===== src/rtl/i2cmm_pkg.sv =====
package i2cmm_pkg;

    typedef enum logic [1:0] {
        OP_START = 2'd0,
        OP_WRITE = 2'd1,
        OP_STOP  = 2'd2,
        OP_NONE  = 2'd3
    } op_e;

    typedef enum logic [3:0] {
        ST_IDLE,
        ST_WAIT_FREE,
        ST_STA_HOLD,
        ST_PARK,
        ST_BIT_LOW,
        ST_BIT_REL,
        ST_BIT_HIGH,
        ST_STO_LOW,
        ST_STO_REL,
        ST_STO_HIGH,
        ST_STO_FREE
    } phase_e;

    typedef struct packed {
        logic scl;
        logic sda;
    } lines_t;

    localparam int BYTE_BITS = 8;

    function automatic logic is_start(lines_t prv, lines_t cur);
        return prv.scl & cur.scl & prv.sda & ~cur.sda;
    endfunction

    function automatic logic is_stop(lines_t prv, lines_t cur);
        return prv.scl & cur.scl & ~prv.sda & cur.sda;
    endfunction

    function automatic int max2(int a, int b);
        return (a > b) ? a : b;
    endfunction

endpackage


===== src/rtl/i2cmm_line_mon.sv =====
module i2cmm_line_mon
    import i2cmm_pkg::*;
#(
    parameter int SYNC_STAGES = 2
) (
    input  logic   clk,
    input  logic   rst,
    input  logic   scl_i,
    input  logic   sda_i,
    output lines_t lines,
    output logic   busy
);
    logic [SYNC_STAGES-1:0] scl_st;
    logic [SYNC_STAGES-1:0] sda_st;
    lines_t                 prev;
    logic                   start_seen;
    logic                   stop_seen;

    generate
        if (SYNC_STAGES > 1) begin : g_chain
            always_ff @(posedge clk) begin
                if (rst) begin
                    scl_st <= '1;
                    sda_st <= '1;
                end else begin
                    scl_st <= {scl_st[SYNC_STAGES-2:0], scl_i};
                    sda_st <= {sda_st[SYNC_STAGES-2:0], sda_i};
                end
            end
        end else begin : g_single
            always_ff @(posedge clk) begin
                if (rst) begin
                    scl_st <= '1;
                    sda_st <= '1;
                end else begin
                    scl_st <= scl_i;
                    sda_st <= sda_i;
                end
            end
        end
    endgenerate

    assign lines.scl  = scl_st[SYNC_STAGES-1];
    assign lines.sda  = sda_st[SYNC_STAGES-1];
    assign start_seen = is_start(prev, lines);
    assign stop_seen  = is_stop(prev, lines);

    always_ff @(posedge clk) begin
        if (rst) begin
            prev <= '1;
            busy <= 1'b0;
        end else begin
            prev <= lines;
            if (start_seen)
                busy <= 1'b1;
            else if (stop_seen)
                busy <= 1'b0;
        end
    end

    p_start_sets_busy_r2: assert property (@(posedge clk) disable iff (rst)
        start_seen |=> busy);
    p_stop_clears_busy_r2: assert property (@(posedge clk) disable iff (rst)
        stop_seen |=> !busy);

endmodule


===== src/rtl/i2cmm_phase_tmr.sv =====
module i2cmm_phase_tmr #(
    parameter int CW = 4
) (
    input  logic          clk,
    input  logic          rst,
    input  logic          load,
    input  logic [CW-1:0] load_val,
    output logic          expired
);
    logic [CW-1:0] cnt;

    always_ff @(posedge clk) begin
        if (rst)
            cnt <= '0;
        else if (load)
            cnt <= load_val;
        else if (cnt != '0)
            cnt <= cnt - 1'b1;
    end

    assign expired = (cnt == '0);

    // r5: an idle counter never wraps around
    p_tmr_hold_zero_r5: assert property (@(posedge clk) disable iff (rst)
        (expired && !load) |=> expired);

endmodule


===== src/rtl/i2c_mm_master.sv =====
module i2c_mm_master
    import i2cmm_pkg::*;
#(
    parameter int LOW_CNT     = 8,
    parameter int HIGH_CNT    = 8,
    parameter int SYNC_STAGES = 2
) (
    input  logic       clk,
    input  logic       rst,
    input  logic       cmd_valid,
    input  logic [1:0] cmd_op,
    input  logic [7:0] cmd_data,
    output logic       cmd_ready,
    output logic       done,
    output logic       ack,
    output logic       lost,
    output logic       bus_busy,
    input  logic       scl_i,
    input  logic       sda_i,
    output logic       scl_pull,
    output logic       sda_pull
);
    localparam int            CW      = $clog2(max2(LOW_CNT, HIGH_CNT) + 1);
    localparam logic [CW-1:0] LOW_V   = CW'(LOW_CNT);
    localparam logic [CW-1:0] HIGH_V  = CW'(HIGH_CNT);
    localparam logic [3:0]    ACK_IDX = 4'(BYTE_BITS);

    phase_e        st, st_n;
    lines_t        lines;
    logic [7:0]    shreg, sh_n;
    logic [3:0]    bitidx, bi_n;
    logic          scl_n, sda_n, done_n, ack_n, lost_n;
    logic          tmr_load, tmr_zero;
    logic [CW-1:0] tmr_val;
    op_e           op_in;

    assign op_in = op_e'(cmd_op);

    i2cmm_line_mon #(.SYNC_STAGES(SYNC_STAGES)) u_mon (
        .clk(clk), .rst(rst), .scl_i(scl_i), .sda_i(sda_i),
        .lines(lines), .busy(bus_busy)
    );

    i2cmm_phase_tmr #(.CW(CW)) u_tmr (
        .clk(clk), .rst(rst), .load(tmr_load), .load_val(tmr_val),
        .expired(tmr_zero)
    );

    assign cmd_ready = (st == ST_IDLE) || (st == ST_PARK);

    always_comb begin
        st_n     = st;
        scl_n    = scl_pull;
        sda_n    = sda_pull;
        sh_n     = shreg;
        bi_n     = bitidx;
        done_n   = 1'b0;
        ack_n    = ack;
        lost_n   = lost;
        tmr_load = 1'b0;
        tmr_val  = HIGH_V;
        unique case (st)
            ST_IDLE: begin
                scl_n = 1'b0;
                sda_n = 1'b0;
                if (cmd_valid) begin
                    lost_n = 1'b0;
                    ack_n  = 1'b0;
                    if (op_in == OP_START) st_n = ST_WAIT_FREE;
                    else                   done_n = 1'b1;
                end
            end
            ST_WAIT_FREE: begin
                if (!bus_busy && lines.scl && lines.sda) begin
                    sda_n    = 1'b1;
                    tmr_load = 1'b1;
                    st_n     = ST_STA_HOLD;
                end
            end
            ST_STA_HOLD: begin
                if (tmr_zero) begin
                    scl_n  = 1'b1;
                    done_n = 1'b1;
                    st_n   = ST_PARK;
                end
            end
            ST_PARK: begin
                if (cmd_valid) begin
                    lost_n = 1'b0;
                    ack_n  = 1'b0;
                    tmr_val = LOW_V;
                    if (op_in == OP_WRITE) begin
                        sh_n     = cmd_data;
                        bi_n     = '0;
                        tmr_load = 1'b1;
                        st_n     = ST_BIT_LOW;
                    end else if (op_in == OP_STOP) begin
                        sda_n    = 1'b1;
                        tmr_load = 1'b1;
                        st_n     = ST_STO_LOW;
                    end else begin
                        done_n = 1'b1;
                    end
                end
            end
            ST_BIT_LOW: begin
                sda_n = (bitidx == ACK_IDX) ? 1'b0 : ~shreg[7];
                if (tmr_zero) begin
                    scl_n = 1'b0;
                    st_n  = ST_BIT_REL;
                end
            end
            ST_BIT_REL: begin
                if (lines.scl) begin
                    tmr_load = 1'b1;
                    st_n     = ST_BIT_HIGH;
                end
            end
            ST_BIT_HIGH: begin
                if ((bitidx < ACK_IDX) && !sda_pull && lines.scl && !lines.sda) begin
                    lost_n = 1'b1;
                    scl_n  = 1'b0;
                    sda_n  = 1'b0;
                    done_n = 1'b1;
                    st_n   = ST_IDLE;
                end else if (tmr_zero) begin
                    scl_n    = 1'b1;
                    tmr_load = 1'b1;
                    tmr_val  = LOW_V;
                    if (bitidx == ACK_IDX) begin
                        ack_n  = ~lines.sda;
                        done_n = 1'b1;
                        st_n   = ST_PARK;
                    end else begin
                        bi_n = bitidx + 1'b1;
                        sh_n = {shreg[6:0], 1'b0};
                        st_n = ST_BIT_LOW;
                    end
                end
            end
            ST_STO_LOW: begin
                if (tmr_zero) begin
                    scl_n = 1'b0;
                    st_n  = ST_STO_REL;
                end
            end
            ST_STO_REL: begin
                if (lines.scl) begin
                    tmr_load = 1'b1;
                    st_n     = ST_STO_HIGH;
                end
            end
            ST_STO_HIGH: begin
                if (tmr_zero) begin
                    sda_n    = 1'b0;
                    tmr_load = 1'b1;
                    st_n     = ST_STO_FREE;
                end
            end
            ST_STO_FREE: begin
                if (tmr_zero) begin
                    done_n = 1'b1;
                    st_n   = ST_IDLE;
                end
            end
            default: st_n = ST_IDLE;
        endcase
    end

    always_ff @(posedge clk) begin
        if (rst) begin
            st       <= ST_IDLE;
            shreg    <= '0;
            bitidx   <= '0;
            scl_pull <= 1'b0;
            sda_pull <= 1'b0;
            done     <= 1'b0;
            ack      <= 1'b0;
            lost     <= 1'b0;
        end else begin
            st       <= st_n;
            shreg    <= sh_n;
            bitidx   <= bi_n;
            scl_pull <= scl_n;
            sda_pull <= sda_n;
            done     <= done_n;
            ack      <= ack_n;
            lost     <= lost_n;
        end
    end

    p_idle_released_r1: assert property (@(posedge clk) disable iff (rst)
        (st == ST_IDLE) |-> (!scl_pull && !sda_pull));
    p_sda_steady_high_r7: assert property (@(posedge clk) disable iff (rst)
        (st == ST_BIT_HIGH && $past(st) == ST_BIT_HIGH) |-> $stable(sda_pull));
    p_lost_release_r8: assert property (@(posedge clk) disable iff (rst)
        $rose(lost) |-> (!scl_pull && !sda_pull));
    p_lost_done_r10: assert property (@(posedge clk) disable iff (rst)
        $rose(lost) |-> done);

endmodule


===== config.mk =====
export PLATFORM = sky130hd
export DESIGN_NAME = i2c_mm_master
export DESIGN_NICKNAME = d
export VERILOG_FILES = /design/src/rtl/i2cmm_pkg.sv /design/src/rtl/i2cmm_line_mon.sv /design/src/rtl/i2cmm_phase_tmr.sv /design/src/rtl/i2c_mm_master.sv
export SDC_FILE = /design/constraint.sdc
export NUM_CORES = 1
export LEC_CHECK = 0
export ABC_AREA = 1
export BUFFER_PORTS_ARGS = -buffer_cell sky130_fd_sc_hd__buf_2
export CAP_MARGIN = 20
export CORE_MARGIN = 2
export CORE_UTILIZATION = 63
export DETAILED_ROUTE_END_ITERATION = 8
export PLACE_DENSITY_LB_ADDON = 0.15
export SYNTH_ARGS = -nofsm -noshare
export SYNTH_HDL_FRONTEND = slang
export SYNTH_HIERARCHICAL = 1
export SYNTH_SLANG_ARGS = --single-unit

===== constraint.sdc =====
create_clock -name clk -period 4.15 [get_ports clk]
set_clock_uncertainty 0.15 [all_clocks]
set_input_delay 0.83 -clock clk [delete_from_list [all_inputs] [get_ports clk]]
set_output_delay 0.83 -clock clk [all_outputs]
set_load 0.05 [all_outputs]

==> flow_summary_export.csv <==
group,metric,value,unit
layout,final_common_cell,"nand2_1",
logic_synthesis,ys.flop_type,"dfxtp_1",
routing,wl_per_cell,10.6,um
clock_tree,clk_pin_slew_worst_paths,0.10,ns
clock_tree,hold_buffers,0,
global_route,overflow,0,
setup_path,cp_slowest_stage_delay,0.44,ns
floorplan,pin_count,22,
outcome,status,"completed",
setup_path,path_depth,5,
layout,area_growth,9.72,%
routing,drt-total-wl,3920,um
clock_tree,cts_sinks,32,
sta,finalCriticalPeriod,2.45,ns
logic_synthesis,yosys-top-cells-area,"dfxtp_1 32%, nand2_1 15%, nor2_1 9.8%, inv_1 5.8%, nand3_1 4.0%",
clock_tree,ctsRootBufferMaster,"clkbuf_4",
logic_synthesis,syn_area,2000,um2
setup_path,cp.buffers_inverters,2,
place,dp_slack,1.65,ns
setup_path,cp-start-kind,"flip-flop",
setup_path,crit_path_end_kind,"output pin",
routing,num_vias,1850,
place,placedCellCount,363,
floorplan,die_y,60.3,um
pwr,peakVddDrop,0.000339,V
logic_synthesis,yosysSeqAreaShare,0.321,
setup_path,worst-endpoint-arrival,1.47,ns
routing,drcViolationCount,0,
global_route,grt_max_degree,17,
sta,hold_viol,0,
routing,dr.pass1.iters,4,
sta,worstMarginPinSlew,0.662,ns
logic_synthesis,postSynthAreaPerCell,6.61,um2
logic_synthesis,synth_edf_count,0,
sta,final.period_utilization,0.591,
sta,fin_ws,1.70,ns
floorplan,num_rows,20,
floorplan,initial_core_util,0.659,
sta,fmax,408,MHz
logic_synthesis,synthCells,302,
sta,tns,0,ns
logic_synthesis,yosys.area.top_type,"dfxtp_1",
layout,layout.nets,347,
layout,stdcell_count,371,
global_route,grt_first_pass_wirelength,6760,um
logic_synthesis,synth_top_area_frac,0.321,
clock_tree,cts_tree,"yes",
layout,layout-drive-gt1-share,0.174,
setup_path,crit_fanout,5,
floorplan,core_area,3030,um2
setup_path,cp.required,3.17,ns
setup_path,reg2reg_from,"u_tmr/cnt[0]",
setup_path,ff2ff_setup_slack,1.80,ns
place,routabilityCongestion,0.916,
clock_tree,post_cts_buffers,0,
global_route,grt_use_total,0.245,
flow_run,maxCapViolCount,0,
floorplan,die-area,3630,um2
min_path,hold_path_class,"flip-flop to flip-flop",
logic_synthesis,synth_seq_cells,32,
layout,layout_common_cells,"78 x nand2_1, 52 x nor2_1, 32 x dfxtp_1",
setup_path,path_class,"flip-flop to output pin",
routing,antenna_left,0,
place,hpwl,3020,um
clock_tree,cts-buffers-inserted,5,
routing,viasPerCell,4.99,
sta,whs,0.268,ns
min_path,worstHoldPathCells,1,
sta,maxSlewViolCount,0,
setup_path,crit_family,"flip-flops",
layout,post-route-util,0.723,
pwr,p_leak,1.14,nW
clock_tree,post_cts_resized,0,
place,io_buffers,21,
sta,slew_headroom,0.554,
global_route,antenna_found_initial,0,
sta,rsz0062_at_grt,"false",
setup_path,r2r_cells,10,
clock_tree,cts_max_path_buffers,2,
clock_tree,insertion_delay,0.33,ns
layout,n_fill_cell,276,
clock_tree,htree_levels,2,
setup_path,crit_path_start,"st[0]",
logic_synthesis,async_flop_share,0,
setup_path,worstReg2RegEnd,"u_tmr/cnt[2]",
global_route,grt_pass1_vias,1622,
setup_path,crit_slowest_cell,"dfxtp_1",
setup_path,crit_end,"cmd_ready",
floorplan,die_x,60.3,um
logic_synthesis,synth_cell_types,35,
layout,antenna_cells,0,
setup_path,critical_path.cell_chain,"nand2_1, inv_1, nand2_4, nand2_4, buf_2",
pwr,powerDensity,603,nW/um2
routing,drt_iter0_drc,113,
setup_path,worst_path_most_repeated_cell,"nand2_4",
sta,setup-violations-final,0,
logic_synthesis,synth_warnings,6,
-- cells in the mapped netlist (2+ instances only) --
master	count
o21ai_1	8
dfxtp_1	32
nand4_1	6
nor2_2	3
o21ai_0	8
nand3_1	16
inv_1	31
inv_2	4
o211ai_1	2
nor2_1	52
conb_1	2
nand3_2	3
nand2_2	5
or2_0	2
nor2_8	2
ha_1	6
a21oi_1	13
nand2_4	3
or2_1	5
a21oi_2	4
buf_4	4
nand2_1	78
-- state kept, by name, indices dropped and copies added, names as in the netlist --
signal        cells
sda_pull          1
scl_pull          1
st                4
u_mon/scl_st      2
u_mon/busy        1
u_tmr/cnt         4
lost              1
bitidx            4
shreg             8
u_mon/prev        2
ack               1
done              1
u_mon/sda_st      2
-- stage by stage --
step                      cell area (um2)  power, mW
final                                2190       1.32
after global routing                 2190       1.44
after CTS                            2190       1.32
after detailed placement             2110       1.09
after global placement               2110       1.08
after floorplan                      2000      0.971
-- routing by layer --
layer,vias to the layer above,GRT usage,part of all wire
li1,996,-,-
met5,-,0,0
met3,2,0.0628,0.054
met1,797,0.317,0.46
met4,0,0.0794,0.0043
met2,55,0.394,0.48
-- layout make-up --
cell class,instances,area [um2],share of cell area
multi-input cells,230,1170,0.537
flip-flops and latches,32,641,0.293
inverters,36,138,0.0629
repair buffers,21,105,0.0480
well taps,44,55.1,0.0251
clock buffers,6,41.3,0.0189
clock inverters,2,35.0,0.0160
-- power by group --
group / switching (mW) / total (mW) / internal (mW)
registers: 0.0483 / 0.415 / 0.367
logic: 0.455 / 0.673 / 0.218
clock network: 0.105 / 0.231 / 0.126
-- worst register-to-register path, stage by stage (launching register included) --
cell	delay, ns
dfxtp_1	0.34
inv_1	0.10
ha_1	0.27
nand2_1	0.10
nor2_1	0.15
inv_1	0.13
o21ai_0	0.57
inv_2	0.16
nand3_2	0.15
nand2_1	0.06
a21oi_1	0.11
-- cells by family (layout without fill, tap and decap cells) --
logic type / Yosys count / after routing / synth area share
and+or+nand+nor: 180 / 180 / 0.426
buffers and inverters: 42 / 65 / 0.0940
AOI/OAI and AO/OA: 39 / 39 / 0.113
DFF: 32 / 32 / 0.321
adders and majority gates: 6 / 6 / 0.0376
other: 2 / 4 / 0.00376
xor gates and xnor gates: 1 / 1 / 0.00439
-- worst min path at each step --
| stage | startpoint | to | slack, ns |
|---|---|---|---|
| floorplan | u_mon/scl_st[0] | u_mon/scl_st[1] | 0.23 |
| global placement | u_mon/scl_st[0] | u_mon/scl_st[1] | 0.24 |
| finish | u_mon/sda_st[0] | u_mon/sda_st[1] | 0.27 |
| detailed placement | u_mon/sda_st[0] | u_mon/sda_st[1] | 0.25 |
| CTS | u_mon/sda_st[0] | u_mon/sda_st[1] | 0.27 |
| global route | u_mon/sda_st[0] | u_mon/sda_st[1] | 0.29 |
Power figures use the tool's default switching activity.
